==> src/rtl/sleep_wake_pkg.sv <==
package sleep_wake_pkg;

  // one-hot power states
  typedef enum logic [3:0] {
    ST_SLEEP  = 4'b0001,
    ST_WAKING = 4'b0010,
    ST_ACTIVE = 4'b0100,
    ST_ENTER  = 4'b1000
  } pwrState_t;

  // strobes from the control to the delay timer
  typedef struct packed {
    logic clear;    // force the count to zero
    logic count;    // advance the count by one
    logic selWake;  // compare against the wake limit (else sleep limit)
  } timerCtl_t;

endpackage

==> src/rtl/sleep_wake_timer.sv <==
module sleep_wake_timer
  import sleep_wake_pkg::*;
#(
  parameter int WAKE_CYCLES  = 8,
  parameter int SLEEP_CYCLES = 8
) (
  input  logic      clk,
  input  logic      rstN,
  input  timerCtl_t ctl,
  output logic      done
);

  localparam int MAX_CYCLES = (WAKE_CYCLES > SLEEP_CYCLES) ? WAKE_CYCLES : SLEEP_CYCLES;
  localparam int CW = (MAX_CYCLES > 1) ? $clog2(MAX_CYCLES) : 1;
  localparam logic [CW-1:0] WAKE_LAST  = CW'(WAKE_CYCLES - 1);
  localparam logic [CW-1:0] SLEEP_LAST = CW'(SLEEP_CYCLES - 1);

  logic [CW-1:0] cntQ;

  always_ff @(posedge clk) begin
    if (!rstN || ctl.clear) begin
      cntQ <= '0;
    end else if (ctl.count) begin
      cntQ <= cntQ + 1'b1;
    end
  end

  assign done = (cntQ == (ctl.selWake ? WAKE_LAST : SLEEP_LAST));

endmodule

==> src/rtl/sleep_wake_ctrl.sv <==
module sleep_wake_ctrl
  import sleep_wake_pkg::*;
(
  input  logic      clk,
  input  logic      rstN,
  input  logic      sleepReqN,
  input  logic      supplyGood,
  input  logic      timerDone,
  output timerCtl_t timerCtl,
  output logic [3:0] stateVec,
  output logic      active,
  output logic      cfgLatch,
  output logic      faultClear
);

  pwrState_t stateQ, stateD;
  logic cfgLatchQ, faultClearQ;

  always_comb begin
    stateD   = stateQ;
    timerCtl = '{clear: 1'b1, count: 1'b0, selWake: 1'b1};
    case (stateQ)
      ST_SLEEP: begin
        if (sleepReqN && supplyGood) stateD = ST_WAKING;
      end
      ST_WAKING: begin
        if (!sleepReqN) begin
          stateD = ST_SLEEP;
        end else if (!supplyGood) begin
          timerCtl.clear = 1'b1;  // restart the wake delay
        end else if (timerDone) begin
          stateD = ST_ACTIVE;
        end else begin
          timerCtl.clear = 1'b0;
          timerCtl.count = 1'b1;
        end
      end
      ST_ACTIVE: begin
        timerCtl.selWake = 1'b0;
        if (!sleepReqN) stateD = ST_ENTER;
      end
      ST_ENTER: begin
        timerCtl.selWake = 1'b0;
        if (sleepReqN) begin
          stateD = ST_ACTIVE;
        end else if (timerDone) begin
          stateD = ST_SLEEP;
        end else begin
          timerCtl.clear = 1'b0;
          timerCtl.count = 1'b1;
        end
      end
      default: stateD = ST_SLEEP;
    endcase
  end

  always_ff @(posedge clk) begin
    if (!rstN) begin
      stateQ      <= ST_SLEEP;
      cfgLatchQ   <= 1'b0;
      faultClearQ <= 1'b0;
    end else begin
      stateQ      <= stateD;
      cfgLatchQ   <= (stateQ == ST_WAKING) && (stateD == ST_ACTIVE);
      faultClearQ <= (stateQ == ST_ENTER) && (stateD == ST_SLEEP);
    end
  end

  assign stateVec   = stateQ;
  assign active     = (stateQ == ST_ACTIVE) || (stateQ == ST_ENTER);
  assign cfgLatch   = cfgLatchQ;
  assign faultClear = faultClearQ;

endmodule

==> src/rtl/sleep_wake_seq.sv <==
module sleep_wake_seq
  import sleep_wake_pkg::*;
#(
  parameter int WAKE_CYCLES  = 8,
  parameter int SLEEP_CYCLES = 8
) (
  input  logic clk,
  input  logic rstN,
  input  logic sleepReqN,
  input  logic supplyGood,
  output logic active,
  output logic cfgLatch,
  output logic faultClear
);

  timerCtl_t  timerCtl;
  logic       timerDone;
  logic [3:0] stateVec;

  sleep_wake_ctrl u_ctrl (
    .clk       (clk),
    .rstN      (rstN),
    .sleepReqN (sleepReqN),
    .supplyGood(supplyGood),
    .timerDone (timerDone),
    .timerCtl  (timerCtl),
    .stateVec  (stateVec),
    .active    (active),
    .cfgLatch  (cfgLatch),
    .faultClear(faultClear)
  );

  sleep_wake_timer #(
    .WAKE_CYCLES (WAKE_CYCLES),
    .SLEEP_CYCLES(SLEEP_CYCLES)
  ) u_timer (
    .clk (clk),
    .rstN(rstN),
    .ctl (timerCtl),
    .done(timerDone)
  );

endmodule

==> config.mk <==
export PLATFORM = sky130hd
export DESIGN_NAME = sleep_wake_seq
export DESIGN_NICKNAME = d
export VERILOG_FILES = /design/src/rtl/sleep_wake_pkg.sv /design/src/rtl/sleep_wake_timer.sv /design/src/rtl/sleep_wake_ctrl.sv /design/src/rtl/sleep_wake_seq.sv
export SDC_FILE = /design/constraint.sdc
export NUM_CORES = 1
export LEC_CHECK = 0
export BUFFER_PORTS_ARGS = -buffer_cell sky130_fd_sc_hd__buf_2
export CAP_MARGIN = 15
export CORE_AREA = 2 2 39 41
export DETAILED_ROUTE_END_ITERATION = 7
export DIE_AREA = 0 0 41 43
export GPL_TIMING_DRIVEN = 0
export SYNTH_ARGS = -nofsm -noshare
export SYNTH_HDL_FRONTEND = slang
export SYNTH_SLANG_ARGS = --single-unit
export TNS_END_PERCENT = 5
==> constraint.sdc <==
create_clock -name clk -period 2 [get_ports clk]
set_input_delay 0.4 -clock clk [delete_from_list [all_inputs] [get_ports clk]]
set_output_delay 0.4 -clock clk [all_outputs]
set_load 0.02 [all_outputs]
### After elaboration in Yosys (flattened, before gate mapping)

Index checks and enable logic that the tools add are counted.
Widths: inputs -> output; s select.

* bits in registers: 9
* output and inout port bits: 3
* logic and storage cells: 32

* $add $sub $neg: 1
* equality and inequality tests: 7
* muxes and demuxes: 14
* reductions and logical operators: 6

Operator list (number)
* $mux 4: 7
* $pmux 4 s4: 1
* $eq 4x1->1 const B: 2
* $eq 4x3->1 const B: 2
* $mux 2: 3
* $eq 4x2->1 const B: 1
* $eq 4x4->1 const B: 1
* $pmux 2 s2: 1
* $add 3x1->3 const B: 1
* $eq 3x3->1 const B: 1
* $logic_and 1x1->1: 3
* $logic_or 1x1->1: 2
* $mux 1: 2
* $logic_not 1->1: 1

### Depth between registers and ports, before layout

Gate-level depths: netlist of the first run.

* word-level depth: 7
* depth in mapped cells: 5

### Modules after synthesis

From an unflattened synthesis of the first run, not the netlist that was laid out.

* cell total of the unflattened synthesis: 54
* area, all modules: 471.7 µm²

Modules (own cells, without submodules)
* sleep_wake_ctrl: times used 1, cells an instance 42, area each 340.3 µm²
* sleep_wake_timer: times used 1, cells an instance 12, area each 131.4 µm²

### Least setup slack after synthesis of the first run

Ideal clock, no wire load.

* path kind: register to output
* start: register u_ctrl.stateQ[3], in the netlist u_ctrl.stateVec[3]
* end: output active
* arrival time: 1026 ps
* required time: 1600 ps
* path slack: 574 ps
* cell stages (with the launch flop): 4
* path buffers: 1
* cells stage by stage: dfxtp_1 buf_4 xnor2_1 nor3_1

* cells in the longest elaborated chain, start to end: 2
* elaborated cells between the ends (all ways): 3
* classes of those cells: 2 x eq/ne; 1 x reduce/logical

Ends and longest elaborated chain
* from (decl): line sleep_wake_ctrl.sv:16 `pwrState_t stateQ, stateD;`
* from (signal assigned): line sleep_wake_ctrl.sv:63 `stateQ <= stateD;`
* $eq 4x3->1 / $eq 4x4->1 (equally long branches): line sleep_wake_ctrl.sv:70 `assign active = (stateQ == ST_ACTIVE) || (stateQ == ST_ENTER);`
* $logic_or 1x1->1 (*): line sleep_wake_ctrl.sv:70
* to (decl): line sleep_wake_seq.sv:11 `output logic active,`

Mark *: on every way between the ends. The rest lies on a longest branch, timed or not.

### Worst setup path after layout of the first run

* start: register u_ctrl.stateQ[2], in the netlist u_ctrl.stateVec[2]
* end: output active

Same word-level chain as after synthesis.

==> out/metrics.yaml, run 1 <==
synthSimpleGateAreaFrac: 0.307
postCtsHoldBufs: 0
internal-power_w: 0.000266
relSlewSlack: 0.764
dpl_worst_slack_ns: 0.470
syn-num-nets: 54
area_growth_pct: 16.3
power_w: 0.000348
tightest_slew_ns: 0.346
path_class: "register to output pin"
finalSetupViolCount: 0
yosysWarnings: 0
hold_viol: 0
regArea_um2: 180
critPathLaunchType: "register"
grt_pass1_wl_um: 1700
cts_tree: "yes"
nNetsFinal: 65
post-route-min-period_ns: 1.58
p_leak_nw: 0.209
num_rows: 14
vias_per_cell: 5.11
fmax_mhz: 632
final_layout_size_suffix_gt1_frac: 0.259
die-area_um2: 1760
setup_slack_ns: 0.417
cts_made_buffers: 3
power_frac_comb: 0.054
grt_use_total: 0.150
clock_sinks: 9
grt_pass1_vias: 393
synth_cell_types: 23
slew_violations: 0
clockPowerShare: 0.420
yosysTopAreaCell: "dfxtp_1"
antenna_found_initial: 0
ios: 7
synth.area.top_cells: "dfxtp_1 38%, a2111oi_4 5.9%, nand4b_1 5.6%"
synth_area_per_cell_um2: 9.78
critPathCaptureType: "output pin"
seq_area_frac_synth: 0.384
cts_resized: 0
syn-cell-area_um2: 469
muxShareOfSynthArea: 0
synthAdderAreaFrac: 0.0533
p_sw_w: 0.0000818
grt-ovfl-total: 0
path_clk_slew_ns: 0.07
fin_setup_tns_ns: 0
dp.cells: 70
finalClockSkew_ns: 0.0119
drt_pass1_iterations: 2
postSynthCellCount: 48
fillers: 152
period_share: 0.791
timing.rr.end: "u_ctrl.stateVec[1]$_SDFF_PN0_"
hold_path_class: "primary input to register"
reg2reg_slack_ns: 0.51
fin_cells: 74
synth-xor-area-share: 0.0187
detail-route-antenna-nets: 0
rsz0062_at_grt: "no"
r2r_cells: 5
timing.rr.start: "u_timer.cntQ[0]$_SDFFE_PP0P_"
route.detailed.drc: 0
synth-compound-area-share: 0.165
hold_start: "rstN"
hold_depth: 2
arrival_ns: 1.18
wl_per_cell_um: 13.1
die_x_um: 41
peakVddDrop_mv: 0.336
core_um2: 1380
multi_input_area_um2: 255
drt_iter0_drc: 3
clock_latency_ns: 0.27
diodes: 0
hpwl_um: 667
required_ns: 1.60
synth_top_family_by_area: "simple AND/OR/NAND/NOR gates"
drv_cap: 0
outcome: "complete, no violations"
post-cts-setup-buffers: 0
clockBufferDepth: 2
synth_top_area_frac: 0.384
grt_max_degree: 11
power_frac_seq: 0.526
vias: 378
routed_wl_um: 971
synth-seq-cells: 9
port-buffer-count: 6
htreeDepth: 1
hold_end: "u_ctrl.stateVec[0]$_SDFF_PN1_"
p_per_area_nw_per_um2: 637
place.gp.congestion: 0.693
initial_core_util: 0.339
fp.dieH_um: 43
root_buffer: "clkbuf_4"
swShare: 0.235
critPathMaxFanout: 9
-- through the flow --
stage               cell area (um^2)  hold slack, ns  utilization
floorplan                        469           0.398            -
global placement                 519           0.414        0.375
detailed placement               519           0.415        0.375
CTS                              546           0.355        0.394
global route                     546           0.369        0.394
finish                           546           0.355        0.394
-- power by group through the flow --
stage | clock, W | sequential (W) | combinational (W)
after floorplan | 0 | 0.000186 | 0.0000105
after global placement | 0 | 0.000187 | 0.0000184
after detailed placement | 0 | 0.000187 | 0.0000190
after CTS | 0.000147 | 0.000183 | 0.0000192
after global routing | 0.000155 | 0.000183 | 0.0000214
final | 0.000146 | 0.000183 | 0.0000189
-- cell families (layout without fill, tap and decap cells) --
logic type | count (synthesis) | after routing
AOI/OAI and AO/OA | 8 | 8
xor gates and xnor gates | 1 | 1
adders and majority gates | 2 | 2
buffers and inverters | 6 | 16
DFF | 9 | 9
and+or+nand+nor | 22 | 22
-- worst max-delay path: stages, from the launching register on --
cell	delay [ns]
dfxtp_1	0.30
buf_4	0.16
xnor2_1	0.14
nor3_1	0.12
buf_2	0.19
-- worst max-delay path by stage --
stage	startpoint	end	slack, ns	cells past startpoint
4_1_cts	u_ctrl.stateVec[2]$_SDFF_PN0_	active	0.42	4
6_report	u_ctrl.stateVec[2]$_SDFF_PN0_	active	0.42	4
2_1_floorplan	u_ctrl.stateVec[3]$_SDFF_PN0_	active	0.57	3
3_3_place_gp	u_timer.cntQ[0]$_SDFFE_PP0P_	u_ctrl.stateVec[1]$_SDFF_PN0_	0.47	5
3_5_place_dp	sleepReqN	u_timer.cntQ[0]$_SDFFE_PP0P_	0.47	4
5_1_grt	u_timer.cntQ[0]$_SDFFE_PP0P_	u_ctrl.stateVec[1]$_SDFF_PN0_	0.36	5
-- routing by layer --
layer  part of all wire  global-route usage  up-vias
met5                  0                   0        -
met4              0.032              0.0800        0
met3              0.054              0.0785        4
met2               0.49               0.231        7
met1               0.42               0.155      173
li1                   -                   -      194
-- cell usage in the layout (no fill, tap or decap), drive strengths merged, types with 2 or more instances in the layout --
cell type | synthesis | final
dfxtp | 9 | 9
buf | 3 | 9
nand2b | 4 | 4
clkbuf | 0 | 4
inv | 3 | 3
nand4b | 3 | 3
a2111oi | 3 | 3
nor3 | 2 | 2
o21ai | 2 | 2
nor2 | 2 | 2
nand3b | 2 | 2
and2 | 2 | 2
nor4 | 2 | 2
ha | 2 | 2
-- synthesized netlist by cell type --
library cell and n:
nand3_1 1, a32oi_1 1, buf_4 3, nand2_1 1, ha_1 2, inv_1 3, nand4b_1 3, nand3b_1 2
o21ai_0 2, dfxtp_1 9, a2111oi_0 2, nand2b_1 4, a2111oi_4 1, and2b_2 1, xnor2_1 1, a21oi_1 1
o22a_1 1, nor3_1 2, nor2b_1 1, or3b_4 1, nor2_1 2, and2_1 2, nor4_1 2
-- final cells by class --
cell class              count  share of cell area
well taps                  16              0.0367
multi-input cells          33               0.468
plain buffers               3              0.0413
clock buffers               4              0.0482
flip-flops and latches      9               0.330
inverters                   3              0.0206
repair buffers              6              0.0550
-- state kept, by name (all words and copies together), names as in the netlist --
name and flops:
u_ctrl.stateVec 4, u_timer.cntQ 3, u_ctrl.cfgLatch 1, u_ctrl.faultClear 1
Note: power is estimated with default switching activity, not from simulation.
==> run 2: changes to the inputs <==
Settings changed: ABC_AREA set to 1.
Clock period 2 ns to 1.65 ns, I/O delays scaled along.
==> out/metrics.yaml, run 2 <==
arrival_ns: 1.21
path_cells: "nor2_2, nand2_1, nand2_1, buf_2"
cts_made_buffers: 3
path_clk_slew_ns: 0.06
critPathMaxStageDelay_ns: 0.36
post-cts-setup-buffers: 0
p_leak_nw: 0.261
crit_top_cell: "nand2_1"
mostFrequentLayoutCells: "10 x nand2_1, 9 x dfxtp_1, 7 x nand3_1, 7 x nor2_1, 6 x buf_2"
hpwl_um: 701
vias_per_cell: 4.75
nNetsFinal: 80
cts_tree: "yes"
slew_violations: 0
routed_wl_um: 862
power_frac_seq: 0.525
htreeDepth: 1
clock_latency_ns: 0.25
root_buffer: "clkbuf_4"
diodes: 0
detail-route-antenna-nets: 0
grt-ovfl-total: 0
r2r_cells: 7
synth_top_area_frac: 0.387
utilization: 0.392
largest_register_ffs: 4
syn-cell-area_um2: 465
grt_max_degree: 8
port-buffer-count: 6
clockPowerShare: 0.388
wl_per_cell_um: 9.69
netlist_top_cells_count: "10 x nand2_1, 9 x dfxtp_1, 7 x nand3_1, 7 x nor2_1"
path_class: "register to output pin"
relSlewSlack: 0.856
drt_pass1_iterations: 4
ios: 7
ys_async_sr_fraction: 0
synth_edf_count: 0
die_x_um: 41
synth_area_per_cell_um2: 7.39
fin_area_um2: 542
antenna_found_initial: 0
critPathCaptureType: "output pin"
vias: 423
grt_use_total: 0.131
place.gp.congestion: 0.778
num_rows: 14
grt_pass1_wl_um: 1580
outcome: "complete, no violations"
route.detailed.drc: 0
cts_resized: 0
synth.area.top_cells: "dfxtp_1 39%, nand2_1 8.1%, nand3_1 7.5%"
syn-num-nets: 69
cp_num_buf_inv: 1
placed_area_um2: 515
synth_cell_types: 15
fp.dieH_um: 43
rsz0062_at_grt: "no"
p_sw_w: 0.000103
internal-power_w: 0.000327
finalClockSkew_ns: 0.00174
peakVddDrop_mv: 0.464
ys.flop_type: "dfxtp_1"
postSynthCellCount: 63
post-route-min-period_ns: 1.54
hold_viol: 0
period_share: 0.933
fillers: 147
final_layout_size_suffix_gt1_frac: 0.315
postCtsHoldBufs: 0
yosysWarnings: 0
hold_path_class: "primary input to register"
drt_iter0_drc: 9
synth-seq-cells: 9
fin_setup_tns_ns: 0
initial_core_util: 0.336
critPathLaunchType: "register"
die-area_um2: 1760
clock_sinks: 9
critPathMaxFanout: 5
power_frac_comb: 0.086
grt_pass1_vias: 405
final_common_cell: "nand2_1"
yosysTopAreaCell: "dfxtp_1"
required_ns: 1.32
cp_top_family: "simple AND/OR/NAND/NOR gates"
seq_area_frac_synth: 0.387
fmax_mhz: 649
crit_path_top_delay_cell: "dfxtp_1"
finalSetupViolCount: 0
area_growth_pct: 16.4
clockBufferDepth: 2
swShare: 0.239
hold_depth: 2
yosysMostFrequentCell: "nand2_1"
cp.depth: 4
drv_cap: 0
core_um2: 1380
p_per_area_nw_per_um2: 793
tightest_slew_ns: 0.214
==> run 2: cell types whose count changed in the layout (fill, tap and decap cells not counted), sizes merged, moves of 2 or more <==
cell,before,now
nor2,2,13
nand2b,4,0
nand4b,3,0
inv,3,7
nand3b,2,0
nand4,0,3
buf,9,6
a2111oi,3,0
nand2,1,13
a21oi,1,5
nor4,2,0
nand3,1,9
and2,2,0
==> run 2: logic make-up (layout without fill, tap and decap cells) <==
group	after synthesis	in the layout	synth area share
and+or+nand+nor	39	39	0.438
DFF	9	9	0.387
buffers and inverters	7	17	0.0564
AOI/OAI and AO/OA	6	6	0.0645
adders and majority gates	2	2	0.0538
==> run 2: final timing paths <==
kind / start / to / slack [ns]
setup / recovery: u_ctrl.stateVec[1]$_SDFF_PN0_ / active / 0.11
hold / removal: rstN / u_ctrl.stateVec[0]$_SDFF_PN1_ / 0.29
hold reg to reg: u_timer.cntQ[0]$_SDFFE_PP0P_ / u_timer.cntQ[0]$_SDFFE_PP0P_ / 0.42
setup reg to reg: u_timer.cntQ[0]$_SDFFE_PP0P_ / u_timer.cntQ[1]$_SDFFE_PP0P_ / 0.29
==> run 2: metal layers <==
layer / GRT usage / routed length (um) / vias up
met2: 0.181 / 406 / 10
met4: 0.0600 / 0 / 0
met3: 0.0471 / 42 / 0
li1: - / - / 228
met1: 0.176 / 412 / 185
met5: 0 / 0 / -
==> run 2: final cells by class <==
class                   count  area (um^2)  area share
clock buffers               4         26.3      0.0485
well taps                  16         20.0      0.0370
multi-input cells          47          259       0.478
inverters                   7         26.3      0.0485
flip-flops and latches      9          180       0.333
repair buffers              6         30.0      0.0554
==> run 2: power by group through the flow <==
stage                     Sequential [W]  Combinational, W  Clock, W
after detailed placement        0.000231         0.0000371         0
final                           0.000226         0.0000372  0.000167
after floorplan                 0.000230         0.0000257         0
after global routing            0.000227         0.0000425  0.000185
after CTS                       0.000226         0.0000372  0.000174
after global placement          0.000231         0.0000371         0
==> run 2: stage by stage <==
stage | cells | setup slack, ns | power [W] | hold slack [ns]
after global placement | 85 | 0.305 | 0.000268 | 0.417
after CTS | 89 | 0.108 | 0.000437 | 0.285
final | 89 | 0.110 | 0.000430 | 0.294
after floorplan | 63 | 0.422 | 0.000255 | 0.397
after global routing | 89 | 0.00185 | 0.000454 | 0.303
after detailed placement | 85 | 0.298 | 0.000268 | 0.419
